**src/rtl/i2c_rxw_pkg.sv**
```systemverilog
package i2c_rxw_pkg;

  typedef enum logic [1:0] {
    ST_IDLE = 2'd0,
    ST_LOW  = 2'd1,
    ST_HIGH = 2'd2,
    ST_WAIT = 2'd3
  } eng_state_e;

  localparam logic [1:0] ADDR_DATA = 2'd0;
  localparam logic [1:0] ADDR_CTRL = 2'd1;
  localparam logic [1:0] ADDR_STAT = 2'd2;

  // control bit positions
  localparam int unsigned CTRL_TX   = 0;
  localparam int unsigned CTRL_IE   = 1;
  localparam int unsigned CTRL_WAIT = 2;
  localparam int unsigned CTRL_NACK = 3;

endpackage

```
**src/rtl/i2c_rxw_engine.sv**
```systemverilog
module i2c_rxw_engine
  import i2c_rxw_pkg::*;
#(
  parameter int unsigned NBITS  = 8,
  parameter int unsigned T_LOW  = 8,
  parameter int unsigned T_HIGH = 6
) (
  input  logic             clk_i,
  input  logic             rst_ni,
  input  logic             start_i,
  input  logic             wait_en_i,
  input  logic             nack_i,
  input  logic             int_flag_i,
  input  logic             mode_tx_i,
  input  logic             sda_i,
  output logic             busy_o,
  output logic             ev_wait_o,
  output logic             ev_frame_o,
  output logic [NBITS-1:0] data_o,
  output logic             scl_oe_o,
  output logic             sda_oe_o
);

  localparam int unsigned T_MAX = (T_LOW > T_HIGH) ? T_LOW : T_HIGH;
  localparam int unsigned CNT_W = $clog2(T_MAX + 1);
  localparam int unsigned BI_W  = $clog2(NBITS + 1);
  localparam logic [CNT_W-1:0] LOW_END  = CNT_W'(T_LOW - 1);
  localparam logic [CNT_W-1:0] HIGH_END = CNT_W'(T_HIGH - 1);
  localparam logic [BI_W-1:0]  ACK_IDX  = BI_W'(NBITS);
  localparam logic [BI_W-1:0]  LAST_IDX = BI_W'(NBITS - 1);

  eng_state_e       state_q;
  logic [CNT_W-1:0] cnt_q;
  logic [BI_W-1:0]  bit_q;
  logic [NBITS-1:0] shift_q;
  logic             ack_drv_q;
  logic             low_done, high_done;

  assign low_done   = (state_q == ST_LOW)  && (cnt_q == LOW_END);
  assign high_done  = (state_q == ST_HIGH) && (cnt_q == HIGH_END);
  assign ev_frame_o = low_done && (bit_q == ACK_IDX);
  assign ev_wait_o  = high_done && (bit_q == LAST_IDX) && wait_en_i;
  assign busy_o     = (state_q != ST_IDLE);
  assign scl_oe_o   = (state_q == ST_LOW) || (state_q == ST_WAIT);
  assign sda_oe_o   = ack_drv_q;
  assign data_o     = shift_q;

  always_ff @(posedge clk_i or negedge rst_ni) begin
    if (!rst_ni) begin
      state_q   <= ST_IDLE;
      cnt_q     <= '0;
      bit_q     <= '0;
      shift_q   <= '0;
      ack_drv_q <= 1'b0;
    end else begin
      unique case (state_q)
        ST_IDLE: begin
          if (start_i) begin
            state_q <= ST_LOW;
            cnt_q   <= '0;
            bit_q   <= '0;
          end
        end
        ST_LOW: begin
          if (low_done) begin
            state_q <= ST_HIGH;
            cnt_q   <= '0;
            if (bit_q != ACK_IDX) shift_q <= {shift_q[NBITS-2:0], sda_i};
          end else begin
            cnt_q <= cnt_q + CNT_W'(1);
          end
        end
        ST_HIGH: begin
          if (high_done) begin
            cnt_q <= '0;
            if (bit_q == LAST_IDX) begin
              if (wait_en_i) begin
                state_q <= ST_WAIT;
              end else begin
                state_q   <= ST_LOW;
                bit_q     <= ACK_IDX;
                ack_drv_q <= ~nack_i;
              end
            end else if (bit_q == ACK_IDX) begin
              ack_drv_q <= 1'b0;
              state_q   <= mode_tx_i ? ST_IDLE : ST_LOW;
              bit_q     <= '0;
            end else begin
              state_q <= ST_LOW;
              bit_q   <= bit_q + BI_W'(1);
            end
          end else begin
            cnt_q <= cnt_q + CNT_W'(1);
          end
        end
        ST_WAIT: begin
          // held low until software clears the flag
          if (!int_flag_i) begin
            state_q   <= ST_LOW;
            cnt_q     <= '0;
            bit_q     <= ACK_IDX;
            ack_drv_q <= ~nack_i;
          end
        end
        default: state_q <= ST_IDLE;
      endcase
    end
  end

  assert_wait_until_clear_R4: assert property (@(posedge clk_i) disable iff (!rst_ni)
    (state_q == ST_WAIT && int_flag_i) |=> (state_q == ST_WAIT));

  assert_idle_no_start_R2: assert property (@(posedge clk_i) disable iff (!rst_ni)
    (state_q == ST_IDLE && !start_i) |=> (state_q == ST_IDLE));

  assert_ack_only_ninth_R5: assert property (@(posedge clk_i) disable iff (!rst_ni)
    sda_oe_o |-> (bit_q == ACK_IDX));

endmodule

```
**src/rtl/i2c_rxw_regs.sv**
```systemverilog
module i2c_rxw_regs
  import i2c_rxw_pkg::*;
#(
  parameter int unsigned DW = 8
) (
  input  logic          clk_i,
  input  logic          rst_ni,
  input  logic          we_i,
  input  logic          re_i,
  input  logic [1:0]    addr_i,
  input  logic [DW-1:0] wdata_i,
  output logic [DW-1:0] rdata_o,
  input  logic          busy_i,
  input  logic          ev_wait_i,
  input  logic          ev_frame_i,
  input  logic [DW-1:0] rx_byte_i,
  output logic          irq_o,
  output logic          start_o,
  output logic          wait_en_o,
  output logic          nack_o,
  output logic          int_flag_o,
  output logic          mode_tx_o
);

  logic [DW-1:0] ctrl_q;
  logic [DW-1:0] data_q;
  logic          mode_eff_q;
  logic          int_q, done_q, full_q;
  logic          wr_ctrl, clr_int, rd_data;

  assign wr_ctrl = we_i && (addr_i == ADDR_CTRL);
  assign clr_int = we_i && (addr_i == ADDR_STAT) && !wdata_i[0];
  assign rd_data = re_i && (addr_i == ADDR_DATA);

  assign start_o    = rd_data && !busy_i && !mode_eff_q;
  assign irq_o      = int_q && ctrl_q[CTRL_IE];
  assign wait_en_o  = ctrl_q[CTRL_WAIT];
  assign nack_o     = ctrl_q[CTRL_NACK];
  assign int_flag_o = int_q;
  assign mode_tx_o  = mode_eff_q;

  always_ff @(posedge clk_i or negedge rst_ni) begin
    if (!rst_ni) begin
      ctrl_q     <= DW'(1);
      mode_eff_q <= 1'b1;
      data_q     <= '0;
      int_q      <= 1'b0;
      done_q     <= 1'b0;
      full_q     <= 1'b0;
    end else begin
      if (wr_ctrl) ctrl_q <= wdata_i;
      // mode changes at once when idle, otherwise at the ninth rising edge
      if (wr_ctrl && !busy_i)  mode_eff_q <= wdata_i[CTRL_TX];
      else if (ev_frame_i)     mode_eff_q <= wr_ctrl ? wdata_i[CTRL_TX] : ctrl_q[CTRL_TX];

      if (ev_frame_i) data_q <= rx_byte_i;

      if (ev_wait_i || ev_frame_i) int_q <= 1'b1;
      else if (clr_int)            int_q <= 1'b0;

      if (ev_frame_i)   done_q <= 1'b1;
      else if (clr_int) done_q <= 1'b0;

      if (ev_frame_i)   full_q <= 1'b1;
      else if (rd_data) full_q <= 1'b0;
    end
  end

  always_comb begin
    unique case (addr_i)
      ADDR_DATA: rdata_o = data_q;
      ADDR_CTRL: rdata_o = {ctrl_q[DW-1:1], mode_eff_q};
      ADDR_STAT: rdata_o = {{(DW-3){1'b0}}, full_q, done_q, int_q};
      default:   rdata_o = '0;
    endcase
  end

  assert_frame_flags_R6: assert property (@(posedge clk_i) disable iff (!rst_ni)
    ev_frame_i |=> (int_q && done_q && full_q));

  assert_mode_deferred_R9: assert property (@(posedge clk_i) disable iff (!rst_ni)
    (busy_i && !ev_frame_i) |=> $stable(mode_eff_q));

  assert_clear_done_R8: assert property (@(posedge clk_i) disable iff (!rst_ni)
    (clr_int && !ev_frame_i && !ev_wait_i) |=> (!done_q && !int_q));

  assert_read_clears_full_R7: assert property (@(posedge clk_i) disable iff (!rst_ni)
    (rd_data && !ev_frame_i) |=> !full_q);

endmodule

```
**src/rtl/i2c_rxw_top.sv**
```systemverilog
module i2c_rxw_top #(
  parameter int unsigned NBITS  = 8,
  parameter int unsigned T_LOW  = 8,
  parameter int unsigned T_HIGH = 6
) (
  input  logic             clk_i,
  input  logic             rst_ni,
  input  logic             reg_we_i,
  input  logic             reg_re_i,
  input  logic [1:0]       reg_addr_i,
  input  logic [NBITS-1:0] reg_wdata_i,
  output logic [NBITS-1:0] reg_rdata_o,
  output logic             irq_o,
  output logic             scl_oe_o,
  output logic             sda_oe_o,
  input  logic             sda_i
);

  logic             busy, ev_wait, ev_frame, start, wait_en, nack, int_flag, mode_tx;
  logic [NBITS-1:0] rx_byte;

  i2c_rxw_regs #(.DW(NBITS)) u_regs (
    .clk_i      (clk_i),
    .rst_ni     (rst_ni),
    .we_i       (reg_we_i),
    .re_i       (reg_re_i),
    .addr_i     (reg_addr_i),
    .wdata_i    (reg_wdata_i),
    .rdata_o    (reg_rdata_o),
    .busy_i     (busy),
    .ev_wait_i  (ev_wait),
    .ev_frame_i (ev_frame),
    .rx_byte_i  (rx_byte),
    .irq_o      (irq_o),
    .start_o    (start),
    .wait_en_o  (wait_en),
    .nack_o     (nack),
    .int_flag_o (int_flag),
    .mode_tx_o  (mode_tx)
  );

  i2c_rxw_engine #(.NBITS(NBITS), .T_LOW(T_LOW), .T_HIGH(T_HIGH)) u_engine (
    .clk_i      (clk_i),
    .rst_ni     (rst_ni),
    .start_i    (start),
    .wait_en_i  (wait_en),
    .nack_i     (nack),
    .int_flag_i (int_flag),
    .mode_tx_i  (mode_tx),
    .sda_i      (sda_i),
    .busy_o     (busy),
    .ev_wait_o  (ev_wait),
    .ev_frame_o (ev_frame),
    .data_o     (rx_byte),
    .scl_oe_o   (scl_oe_o),
    .sda_oe_o   (sda_oe_o)
  );

endmodule

```
**config.mk**
```make
export PLATFORM = sky130hd
export DESIGN_NAME = i2c_rxw_top
export DESIGN_NICKNAME = d
export VERILOG_FILES = /design/src/rtl/i2c_rxw_pkg.sv /design/src/rtl/i2c_rxw_engine.sv /design/src/rtl/i2c_rxw_regs.sv /design/src/rtl/i2c_rxw_top.sv
export SDC_FILE = /design/constraint.sdc
export NUM_CORES = 1
export LEC_CHECK = 0
export BUFFER_PORTS_ARGS = -buffer_cell sky130_fd_sc_hd__buf_2
export CAP_MARGIN = 20
export CORE_MARGIN = 2
export CORE_UTILIZATION = 35
export CTS_CLUSTER_SIZE = 20
export DETAILED_ROUTE_END_ITERATION = 6
export PLACE_DENSITY = 0.65
export SYNTH_ARGS = -nofsm -noshare
export SYNTH_HDL_FRONTEND = slang
export SYNTH_HIERARCHICAL = 1
export SYNTH_SLANG_ARGS = --single-unit
```
**constraint.sdc**
```tcl
create_clock -name clk_i -period 2 [get_ports clk_i]
set_input_delay 0.1 -clock clk_i [delete_from_list [all_inputs] [get_ports clk_i]]
set_output_delay 0.1 -clock clk_i [all_outputs]
set_load 0.005 [all_outputs]
```
==> key figures, run 1 <==
Layout
  • Nets: 235
  • Synth-to-layout area growth: 14.7%
  • Fillers: 575
  • Antenna diode count: 0
  • Share of cells above drive strength 1: 0.330
  • Layout Cells excl Fill: 287

Synthesis
  • Synthesized area per cell: 11.8 um^2
  • Multiplexer share of the synthesized area: 0.201
  • Library cells used by synthesis: 44
  • Post-synthesis instance area: 2140 um^2
  • Main combinational cell family by area after synthesis: multiplexers
  • Syn Nets: between 200 and 250
  • Compound-Gate Fraction of Synth Area: 0.0977
  • Dominant cell type by area after synthesis: dfrtp_1
  • Post-synthesis sequential area ratio: 0.457
  • Cells after Synth: between 150 and 200
  • Post-Synth Adder-Cell Area: 0.0468
  • Yosys top cell area share: 0.433
  • YS warnings: 6
  • Number of synthesized register bits: 39
  • Largest cells by area after synthesis: dfrtp_1 (43%), mux2_2 (7.9%), mux2_1 (4.7%), ha_1 (4.7%), mux2i_1 (4.7%)
  • Synth Area in XOR/XNOR: 0
  • Post-Synth Simple-Gate Area: 0.161

Timing
  • Slew @ Worst Pin: about 0.50 ns
  • Final hold violations: 0
  • Max Clk Rate: roughly 540 MHz
  • Final setup fails: 0
  • Setup TNS: 0 ns
  • Hold Slack: 0.0214 ns
  • Final Cycle Share: 0.927
  • Clock skew: 0.00888 ns
  • Max Slew Vio Count: 0
  • RSZ-0062 raised after global routing: no
  • Period minus WS final: approximately 1.9 ns
  • Rel. slew slack: 0.669

Clock tree
  • Maximum clock path buffer count: 2
  • Clock slew at reported path FFs: 0.07 ns
  • Clk sinks: 39
  • Postcts setup bufs: 0
  • Root Driver: clkbuf_8
  • H-tree levels: 2
  • CTS tree: done
  • Clock Latency Late Sink: 0.30 ns
  • Num CTS Buffers: 5
  • CTS resizes: 0

GRT
  • Tot GR Track Use: 0.146
  • Initial antenna violation count: 0
  • First-pass GRT wire length: 7.26 mm
  • GRT overflow: 0
  • GR Util met2: 0.231
  • Met1 Usage GRT: 0.185
  • Vias in the first global route: 1533
  • Met3 Use GR: 0.0315
  • Largest net degree at the start of global routing: 40
  • Top Usage Layer GRT: met2

Die
  • Core ar.: approximately 5900 um^2
  • Die Span X: 82.2 um
  • Chip height: between 80 and 90 um
  • Starting Density: 0.361
  • # IOs: 26
  • Site Rows: 28
  • Die area: about 6800 um^2

Worst setup path
  • CP max FO: 8
  • Worst Setup Start Kind: register
  • Setup CP Type: reg2reg
  • Flop-to-flop setup slack: 0.15 ns
  • Crit path largest cell delay: around 0.40 ns
  • Slowest CP cell: dfrtp_1
  • Buf+Inv Stages, Crit Path: 2
  • CP Capture Type: register
  • Worst EP arrival: 2.04 ns
  • CP Cell Sequence: inv_1 > ha_1 > inv_2 > nor3_1 > o21a_4 > nand4_4 > mux2_4
  • Worst path required time: 2.18 ns
  • CP delay by family, top: simple AND/OR/NAND/NOR gates

Power
  • Pwr Density: 656 nW/um^2
  • VDD IR max: 0.315 mV
  • P_leak: between 1 and 1.5 nW
  • Total power: 1.61 mW

Worst hold path
  • HP Class: in2reg

Placed design
  • Cell Count Post-Placement: 279
  • IO buf count: 25
  • DP Wirelength: 2.97 mm
  • Gpl congestion: ~0.77

Detailed routing
  • Post-DR vias/cell: about 5.1
  • Pre-Repair DR Iteration Count: 4
  • Routed Antenna Nets: 0
  • DRC: 0
  • Drt total wl: between 4 and 5 mm
  • Wire length per cell: 14.6 um
  • Vias: 1457
  • Initial DRC count: 82

Flow run
  • # Max-Cap Violations: 0

Status
  • Status: completed
Yosys cell counts (all sizes together):
master	n
nor2b	1
a211o	1
ha	8
o2111ai	1
nand2	14
nor3	2
nand4	2
and2	2
and3b	3
nor2	13
inv	11
dfstp	2
o31ai	1
dfrtp	37
a21o	5
a31oi	1
o211a	1
a21oi	4
and2b	1
buf	5
o211ai	2
nand3b	6
nand3	4
mux2i	10
or3	1
nor4	1
nand4b	1
o21a	1
o21ai	10
or2	1
mux2	28
a41o	1
o2bb2ai	1
per-layer routing:
layer | part of all wire | vias up
met3 | 0.039 | 9
li1 | - | 701
met5 | 0 | -
met2 | 0.47 | 34
met1 | 0.46 | 713
met4 | 0.025 | 0
flip-flops by register name, indices dropped and copies added, names as in the netlist:
signal	flops
u_regs/done_q	1
u_regs/mode_tx_o	1
u_regs/int_flag_o	1
u_engine/bit_q	4
u_regs/full_q	1
u_engine/state_q	2
u_regs/ctrl_q	8
u_engine/data_o	8
u_engine/cnt_q	4
u_engine/sda_oe_o	1
u_regs/data_q	8
placed cells by master, fill, tap and decap left out, types with 2 or more instances in the layout:
| cell type | n |
|---|---|
| dfstp_2 | 2 |
| inv_2 | 2 |
| nand3_1 | 4 |
| and2_1 | 2 |
| buf_4 | 2 |
| a21o_1 | 5 |
| nor3_1 | 2 |
| o21ai_1 | 4 |
| ha_1 | 8 |
| nor2_1 | 12 |
| nand3b_1 | 5 |
| nand2_1 | 12 |
| nand4_4 | 2 |
| o21ai_0 | 6 |
| buf_2 | 25 |
| and3b_1 | 2 |
| a21oi_1 | 4 |
| mux2_1 | 9 |
| dfrtp_1 | 37 |
| mux2i_1 | 10 |
| mux2_4 | 4 |
| inv_1 | 9 |
| mux2_2 | 15 |
| clkbuf_8 | 5 |
| nand2_2 | 2 |
path summary, 6_finish.rpt:
kind,startpoint,to,depth (start not counted)
setup reg to reg,u_engine/state_q[0]$_DFFE_PN0P_,u_engine/bit_q[3]$_DFFE_PN0P_,7
hold / removal,sda_i,u_engine/data_o[0]$_DFFE_PN0P_,2
setup / recovery,u_engine/state_q[0]$_DFFE_PN0P_,u_engine/bit_q[3]$_DFFE_PN0P_,7
max in group asynchronous,rst_ni,u_regs/mode_tx_o$_DFFE_PN1P_,3
hold reg to reg,u_regs/full_q$_DFFE_PN0P_,u_regs/full_q$_DFFE_PN0P_,1
min in group asynchronous,rst_ni,u_regs/ctrl_q[7]$_DFFE_PN0P_,3
what timing repair did:
item / 4_1_cts / 5_1_grt
hold endpoints to repair: 37 / 0
hold buffers: 1 / 0
endpoints found under the setup margin: 0 / 0
cells by family after synthesis:
kind of cell	after synthesis
compound gates	29
fa+ha+maj	8
buf+inv	16
flops	39
mux	38
simple gates	52
power breakdown:
group	leakage, nW	total [mW]	switching [mW]	internal [mW]
clock	0.0502	0.644	0.280	0.365
sequential	0.496	0.849	0.0232	0.826
combinational	0.700	0.117	0.0546	0.0620
total	1.25	1.61	0.358	1.25
layout make-up:
class	count	area (um^2)	share of cell area
Multi-Input combinational cell	127	1080	0.442
Timing Repair Buffer	28	150	0.0612
Clock inverter	2	37.5	0.0153
Sequential cell	39	978	0.399
Clock buffer	5	68.8	0.0280
Tap cell	75	93.8	0.0382
Inverter	11	41.3	0.0168
stage by stage:
stage	worst slack [ns]	util	area, um^2
finish	0.146	0.414	2450
global route	0.0100	0.414	2450
CTS	0.144	0.414	2450
detailed placement	0.170	0.395	2340
global placement	0.198	0.395	2340
floorplan	0.169	-	2140
(Power assumes the default switching activity.)
==> run 2: changes to the inputs <==
--- a/config.mk
+++ b/config.mk
@@ -5,13 +5,15 @@
 export SDC_FILE = /design/constraint.sdc
 export NUM_CORES = 1
 export LEC_CHECK = 0
+export ABC_CLOCK_PERIOD_IN_PS = 2000
 export BUFFER_PORTS_ARGS = -buffer_cell sky130_fd_sc_hd__buf_2
 export CAP_MARGIN = 20
 export CORE_MARGIN = 2
-export CORE_UTILIZATION = 35
+export CORE_UTILIZATION = 45
 export CTS_CLUSTER_SIZE = 20
 export DETAILED_ROUTE_END_ITERATION = 6
-export PLACE_DENSITY = 0.65
+export GPL_ROUTABILITY_DRIVEN = 0
+export PLACE_DENSITY = 0.77
 export SYNTH_ARGS = -nofsm -noshare
 export SYNTH_HDL_FRONTEND = slang
 export SYNTH_HIERARCHICAL = 1
==> key figures, run 2 (synthesis results as in run 1) <==
Timing
  • Period minus WS final: 1.86 ns (+0.00921 ns)
  • Max Slew Vio Count: 0 (unchanged)
  • Max Clk Rate: 537 MHz (-0.49%)
  • Clock skew: 0.00622 ns (-0.00266 ns)
  • Final Cycle Share: 0.931 (+0.00460)
  • RSZ-0062 raised after global routing: no
  • Final hold violations: 0 (unchanged)
  • Setup TNS: 0 ns (unchanged)
  • Slew @ Worst Pin: 0.869 ns (+0.373 ns)
  • Rel. slew slack: 0.421 (-0.248)
  • Final setup fails: 0 (unchanged)
  • Hold Slack: 0.0250 ns (+0.00355 ns)

Layout
  • Synth-to-layout area growth: 13.3%
  • Most frequent cells in the layout: dfrtp_1 (37), buf_2 (25), mux2_2 (15)
  • Fin area: 2420 um^2 (-1.2%)
  • Share of cells above drive strength 1: 0.325 (-0.00472)
  • Layout Cells excl Fill: 266 (-7.3%)
  • Nets: 234 (-0.43%)
  • Commonest non-fill, non-tap cell in the layout: dfrtp_1
  • Antenna diode count: 0 (unchanged)

Worst hold path
  • HP Class: in2reg
  • Hold_sp: sda_i
  • Hold path depth: 2 (unchanged)

Detailed routing
  • DRC: 0 (unchanged)
  • Routed Antenna Nets: 0 (unchanged)
  • Pre-Repair DR Iteration Count: 4 (unchanged)
  • Vias: 1424 (-2.3%)
  • Initial DRC count: 84 (+2.4%)
  • Drt total wl: 4.08 mm (-2.3%)
  • Post-DR vias/cell: 5.35 (+5.5%)
  • Wire length per cell: 15.3 um (+5.4%)

Worst setup path
  • Crit path largest cell delay: 0.43 ns (+0.03 ns)
  • R2R depth: 7 (unchanged)
  • CP Capture Type: register
  • Worst Setup Start Kind: register
  • CP Cell Sequence: inv_1 > ha_1 > inv_2 > nor3_1 > o21a_4 > nand4_4 > mux2_4
  • CP max FO: 8 (unchanged)
  • Worst path required time: 2.17 ns (about the same)
  • CP Launch Point: u_engine/state_q[1]$_DFFE_PN0P_
  • Slowest CP cell: dfrtp_1
  • Buf+Inv Stages, Crit Path: 2 (unchanged)
  • Setup CP Type: reg2reg
  • WP depth: 7 (unchanged)
  • CP delay by family, top: simple AND/OR/NAND/NOR gates
  • Worst EP arrival: 2.03 ns (about the same)
  • FF-to-FF Start: u_engine/state_q[1]$_DFFE_PN0P_

Status
  • Status: completed

Die
  • Starting Density: 0.459 (+0.0977)
  • Core ar.: 4660 um^2 (-21%)
  • Die area: 5320 um^2 (-21%)
  • # IOs: 26 (unchanged)
  • Die Span X: 73.0 um (-11%)
  • Chip height: 73.0 um (-11%)
  • Site Rows: 25 (-11%)

Clock tree
  • Num CTS Buffers: 5 (unchanged)
  • Clock Latency Late Sink: 0.29 ns (about the same)
  • CTS tree: done
  • Clock slew at reported path FFs: 0.08 ns (about the same)
  • Root Driver: clkbuf_8
  • H-tree levels: 2 (unchanged)
  • Clk sinks: 39 (unchanged)
  • Maximum clock path buffer count: 2 (unchanged)

GRT
  • Vias in the first global route: 1456 (-5.0%)
  • Tot GR Track Use: 0.171 (+0.0248)
  • First-pass GRT wire length: 6.92 mm (-4.7%)
  • Largest net degree at the start of global routing: 40 (unchanged)
  • GRT overflow: 0 (unchanged)
  • Initial antenna violation count: 0 (unchanged)

Placed design
  • IO buf count: 25 (unchanged)
  • Placed instance area: 2300 um^2 (-1.4%)
  • DP Wirelength: 2.90 mm (-2.2%)
  • Cell Count Post-Placement: 257 (-7.9%)

Flow run
  • # Max-Cap Violations: 0 (unchanged)

Power
  • Total power: 1.61 mW (about the same)
  • Pwr Density: 665 nW/um^2 (+1.3%)
  • P_leak: 1.24 nW (-0.29%)
  • VDD IR max: 0.475 mV (+51%)
## run 2: changes by cell type in the layout (fill, tap and decap cells not counted), sizes merged
| cell | change |
|---|---|
| buf | -1 |
| clkbuf | +1 |
## run 2: repair_timing
action	4_1_cts	5_1_grt
hold buffers	1	0
endpoints found under the hold margin	37	0
resized for setup	0	0
buffers inserted	0	0
## run 2: final timing paths
path,endpoint,slack [ns]
max in group asynchronous,u_regs/data_q[5]$_DFFE_PN0P_,0.99
worst min register to register,u_regs/done_q$_DFFE_PN0P_,0.48
min in group asynchronous,u_engine/data_o[0]$_DFFE_PN0P_,0.46
worst max register to register,u_engine/bit_q[3]$_DFFE_PN0P_,0.14
worst min-delay path,u_engine/data_o[0]$_DFFE_PN0P_,0.02
worst max-delay path,u_engine/bit_q[3]$_DFFE_PN0P_,0.14
## run 2: layout make-up
class,instances,area [um^2]
Clock buffer,6,72.6
Clock inverter,2,37.5
Fill cell,431,2240
Inverter,11,41.3
Multi-Input combinational cell,127,1080
Sequential cell,39,978
Tap cell,54,67.6
Timing Repair Buffer,27,143
## run 2: through the flow
| stage | worst slack, ns | utilization |
|---|---|---|
| after detailed placement | 0.157 | 0.494 |
| after global routing | 0.0379 | 0.520 |
| after CTS | 0.154 | 0.520 |
| after floorplan | 0.169 | - |
| final | 0.137 | 0.520 |
| after global placement | 0.206 | 0.494 |
## run 2: power by group
group	leakage (nW)	internal [mW]	switching, mW
registers	0.496	0.825	0.0240
clock network	0.0514	0.372	0.274
logic	0.695	0.0607	0.0547
## run 2: routing by layer
metal,share of wire,track usage
met1,0.48,0.220
met4,0.0056,0.0535
met2,0.48,0.284
met3,0.033,0.0442
met5,0,0
==> run 3: changes to the inputs <==
--- a/config.mk
+++ b/config.mk
@@ -9,11 +9,11 @@
 export BUFFER_PORTS_ARGS = -buffer_cell sky130_fd_sc_hd__buf_2
 export CAP_MARGIN = 20
 export CORE_MARGIN = 2
-export CORE_UTILIZATION = 45
+export CORE_UTILIZATION = 52
 export CTS_CLUSTER_SIZE = 20
 export DETAILED_ROUTE_END_ITERATION = 6
 export GPL_ROUTABILITY_DRIVEN = 0
-export PLACE_DENSITY = 0.77
+export PLACE_DENSITY = 0.85
 export SYNTH_ARGS = -nofsm -noshare
 export SYNTH_HDL_FRONTEND = slang
 export SYNTH_HIERARCHICAL = 1
==> key figures, run 3 (synthesis results as in run 1) <==
Status
  • Status: completed

Layout
  • Most frequent cells in the layout: dfrtp_1 (37), buf_2 (25), mux2_2 (15)
  • Antenna diode count: 0 (unchanged)
  • Fin area: 2410 um^2 (-0.67%)
  • Share of cells above drive strength 1: 0.330 (+0.00472)
  • Synth-to-layout area growth: 12.5%
  • Layout Cells excl Fill: 262 (-1.5%)
  • Commonest non-fill, non-tap cell in the layout: dfrtp_1
  • Nets: 234 (unchanged)
  • Post-layout util: 0.606 (+0.0862)

Clock tree
  • Num CTS Buffers: 5 (unchanged)
  • Postcts setup bufs: 0 (unchanged)
  • Clk sinks: 39 (unchanged)
  • Maximum clock path buffer count: 2 (unchanged)
  • H-tree levels: 2 (unchanged)
  • CTS Hold Bufs: 1 (unchanged)
  • CTS resizes: 0 (unchanged)
  • CTS tree: done
  • Clock Latency Late Sink: 0.29 ns (about the same)
  • Clock slew at reported path FFs: 0.08 ns (about the same)
  • Root Driver: clkbuf_8

Die
  • Chip height: 68.1 um (-6.6%)
  • Starting Density: 0.539 (+0.0797)
  • Die area: 4640 um^2 (-13%)
  • Site Rows: 23 (-8.0%)
  • Die Span X: 68.1 um (-6.6%)
  • Core ar.: 3970 um^2 (-15%)
  • # IOs: 26 (unchanged)

Detailed routing
  • Routed Antenna Nets: 0 (unchanged)
  • Vias: 1447 (+1.6%)
  • DRC: 0 (unchanged)
  • Post-DR vias/cell: 5.52 (+3.2%)
  • Wire length per cell: 15.7 um (+2.5%)
  • Initial DRC count: 102 (+21%)
  • Drt total wl: 4.12 mm (+0.96%)
  • Pre-Repair DR Iteration Count: 4 (unchanged)

Timing
  • Final setup fails: 0 (unchanged)
  • Final Cycle Share: 0.928 (-0.00324)
  • Rel. slew slack: 0.431 (+0.0102)
  • Final hold violations: 0 (unchanged)
  • Clock skew: 0.00682 ns (+0.000599 ns)
  • RSZ-0062 raised after global routing: no
  • Max Clk Rate: 539 MHz (+0.35%)
  • Setup TNS: 0 ns (unchanged)
  • Period minus WS final: 1.86 ns (-0.00648 ns)
  • Max Slew Vio Count: 0 (unchanged)
  • Slew @ Worst Pin: 0.853 ns (-0.0153 ns)
  • Worst Slack Setup Final: 0.144 ns (+0.00648 ns)

Power
  • P_leak: 1.24 nW (-0.32%)
  • VDD IR max: 0.469 mV (-1.2%)
  • Pwr Density: 637 nW/um^2 (-4.2%)

GRT
  • Vias in the first global route: 1421 (-2.4%)
  • Largest net degree at the start of global routing: 40 (unchanged)
  • GRT overflow: 0 (unchanged)
  • Initial antenna violation count: 0 (unchanged)
  • First-pass GRT wire length: 6.67 mm (-3.7%)
  • Tot GR Track Use: 0.200 (+0.0289)

Worst hold path
  • Hold path depth: 2 (unchanged)
  • Hold_sp: sda_i
  • HP Class: in2reg
  • Worst min-delay path endpoint: u_engine/data_o[0]$_DFFE_PN0P_

Worst setup path
  • CP max FO: 8 (unchanged)
  • Worst EP arrival: 2.03 ns (about the same)
  • R2R depth: 7 (unchanged)
  • Worst path required time: 2.18 ns (about the same)
  • FF-to-FF Start: u_engine/state_q[0]$_DFFE_PN0P_
  • CP Capture Type: register
  • Worst r2r dst: u_engine/bit_q[3]$_DFFE_PN0P_
  • Setup CP Type: reg2reg
  • Worst Setup Start Kind: register
  • Flop-to-flop setup slack: 0.14 ns (about the same)

Flow run
  • # Max-Cap Violations: 0 (unchanged)

Placed design
  • DP Wirelength: 2.93 mm (+1.1%)
  • Pre-CTS setup slack: 0.166 ns (+0.00908 ns)
  • Cell Count Post-Placement: 253 (-1.6%)
  • Placed instance area: 2300 um^2 (-0.22%)
  • IO buf count: 25 (unchanged)
## run 3: area by class of cell
cell class                      instances  area [um^2]
Clock buffer                            6         82.6
Timing Repair Buffer                   27          143
Clock inverter                          2         16.3
Inverter                               11         41.3
Sequential cell                        39          978
Fill cell                             339         1560
Multi-Input combinational cell        127         1080
Tap cell                               50         62.6
## run 3: how the worst max path moves through the flow
stage                                                from                       endpoint  cells past startpoint
after detailed placement  u_engine/state_q[0]$_DFFE_PN0P_  u_engine/bit_q[0]$_DFFE_PN0P_                      7
final                     u_engine/state_q[0]$_DFFE_PN0P_  u_engine/bit_q[3]$_DFFE_PN0P_                      7
after global placement    u_engine/state_q[0]$_DFFE_PN0P_  u_engine/bit_q[3]$_DFFE_PN0P_                      7
after CTS                   u_engine/cnt_q[0]$_DFFE_PN0P_   u_regs/data_q[3]$_DFFE_PN0P_                      6
after global routing      u_engine/state_q[0]$_DFFE_PN0P_  u_engine/bit_q[3]$_DFFE_PN0P_                      7
after floorplan             u_engine/cnt_q[0]$_DFFE_PN0P_   u_regs/data_q[3]$_DFFE_PN0P_                      6
## run 3: critical path, cell delays in order, from the launching register on
cell     delay (ns)
dfrtp_1        0.40
inv_1          0.11
ha_1           0.17
inv_2          0.06
nor3_1         0.27
o21a_4         0.24
nand4_4        0.16
mux2_4         0.33
## run 3: where the power goes
group | total (mW) | switching [mW] | leakage (nW) | internal [mW]
logic | 0.115 | 0.0541 | 0.695 | 0.0607
registers | 0.849 | 0.0235 | 0.496 | 0.825
clock network | 0.569 | 0.288 | 0.0474 | 0.281
total | 1.53 | 0.365 | 1.24 | 1.17
## run 3: metrics by stage
step                      power [mW]  hold slack, ns
after floorplan                0.924          -0.196
after global placement         0.976           0.256
after detailed placement       0.982           0.257
after CTS                       1.55          0.0124
after global routing            1.59          0.0239
final                           1.53          0.0170
## run 3: routing by layer
| metal | routed length [um] | global-route usage | vias to the layer above |
|---|---|---|---|
| met4 | 50 | 0.0850 | 0 |
| met1 | 1850 | 0.255 | 704 |
| li1 | - | - | 702 |
| met3 | 197 | 0.0428 | 5 |
| met2 | 2020 | 0.329 | 36 |
| met5 | 0 | 0 | - |
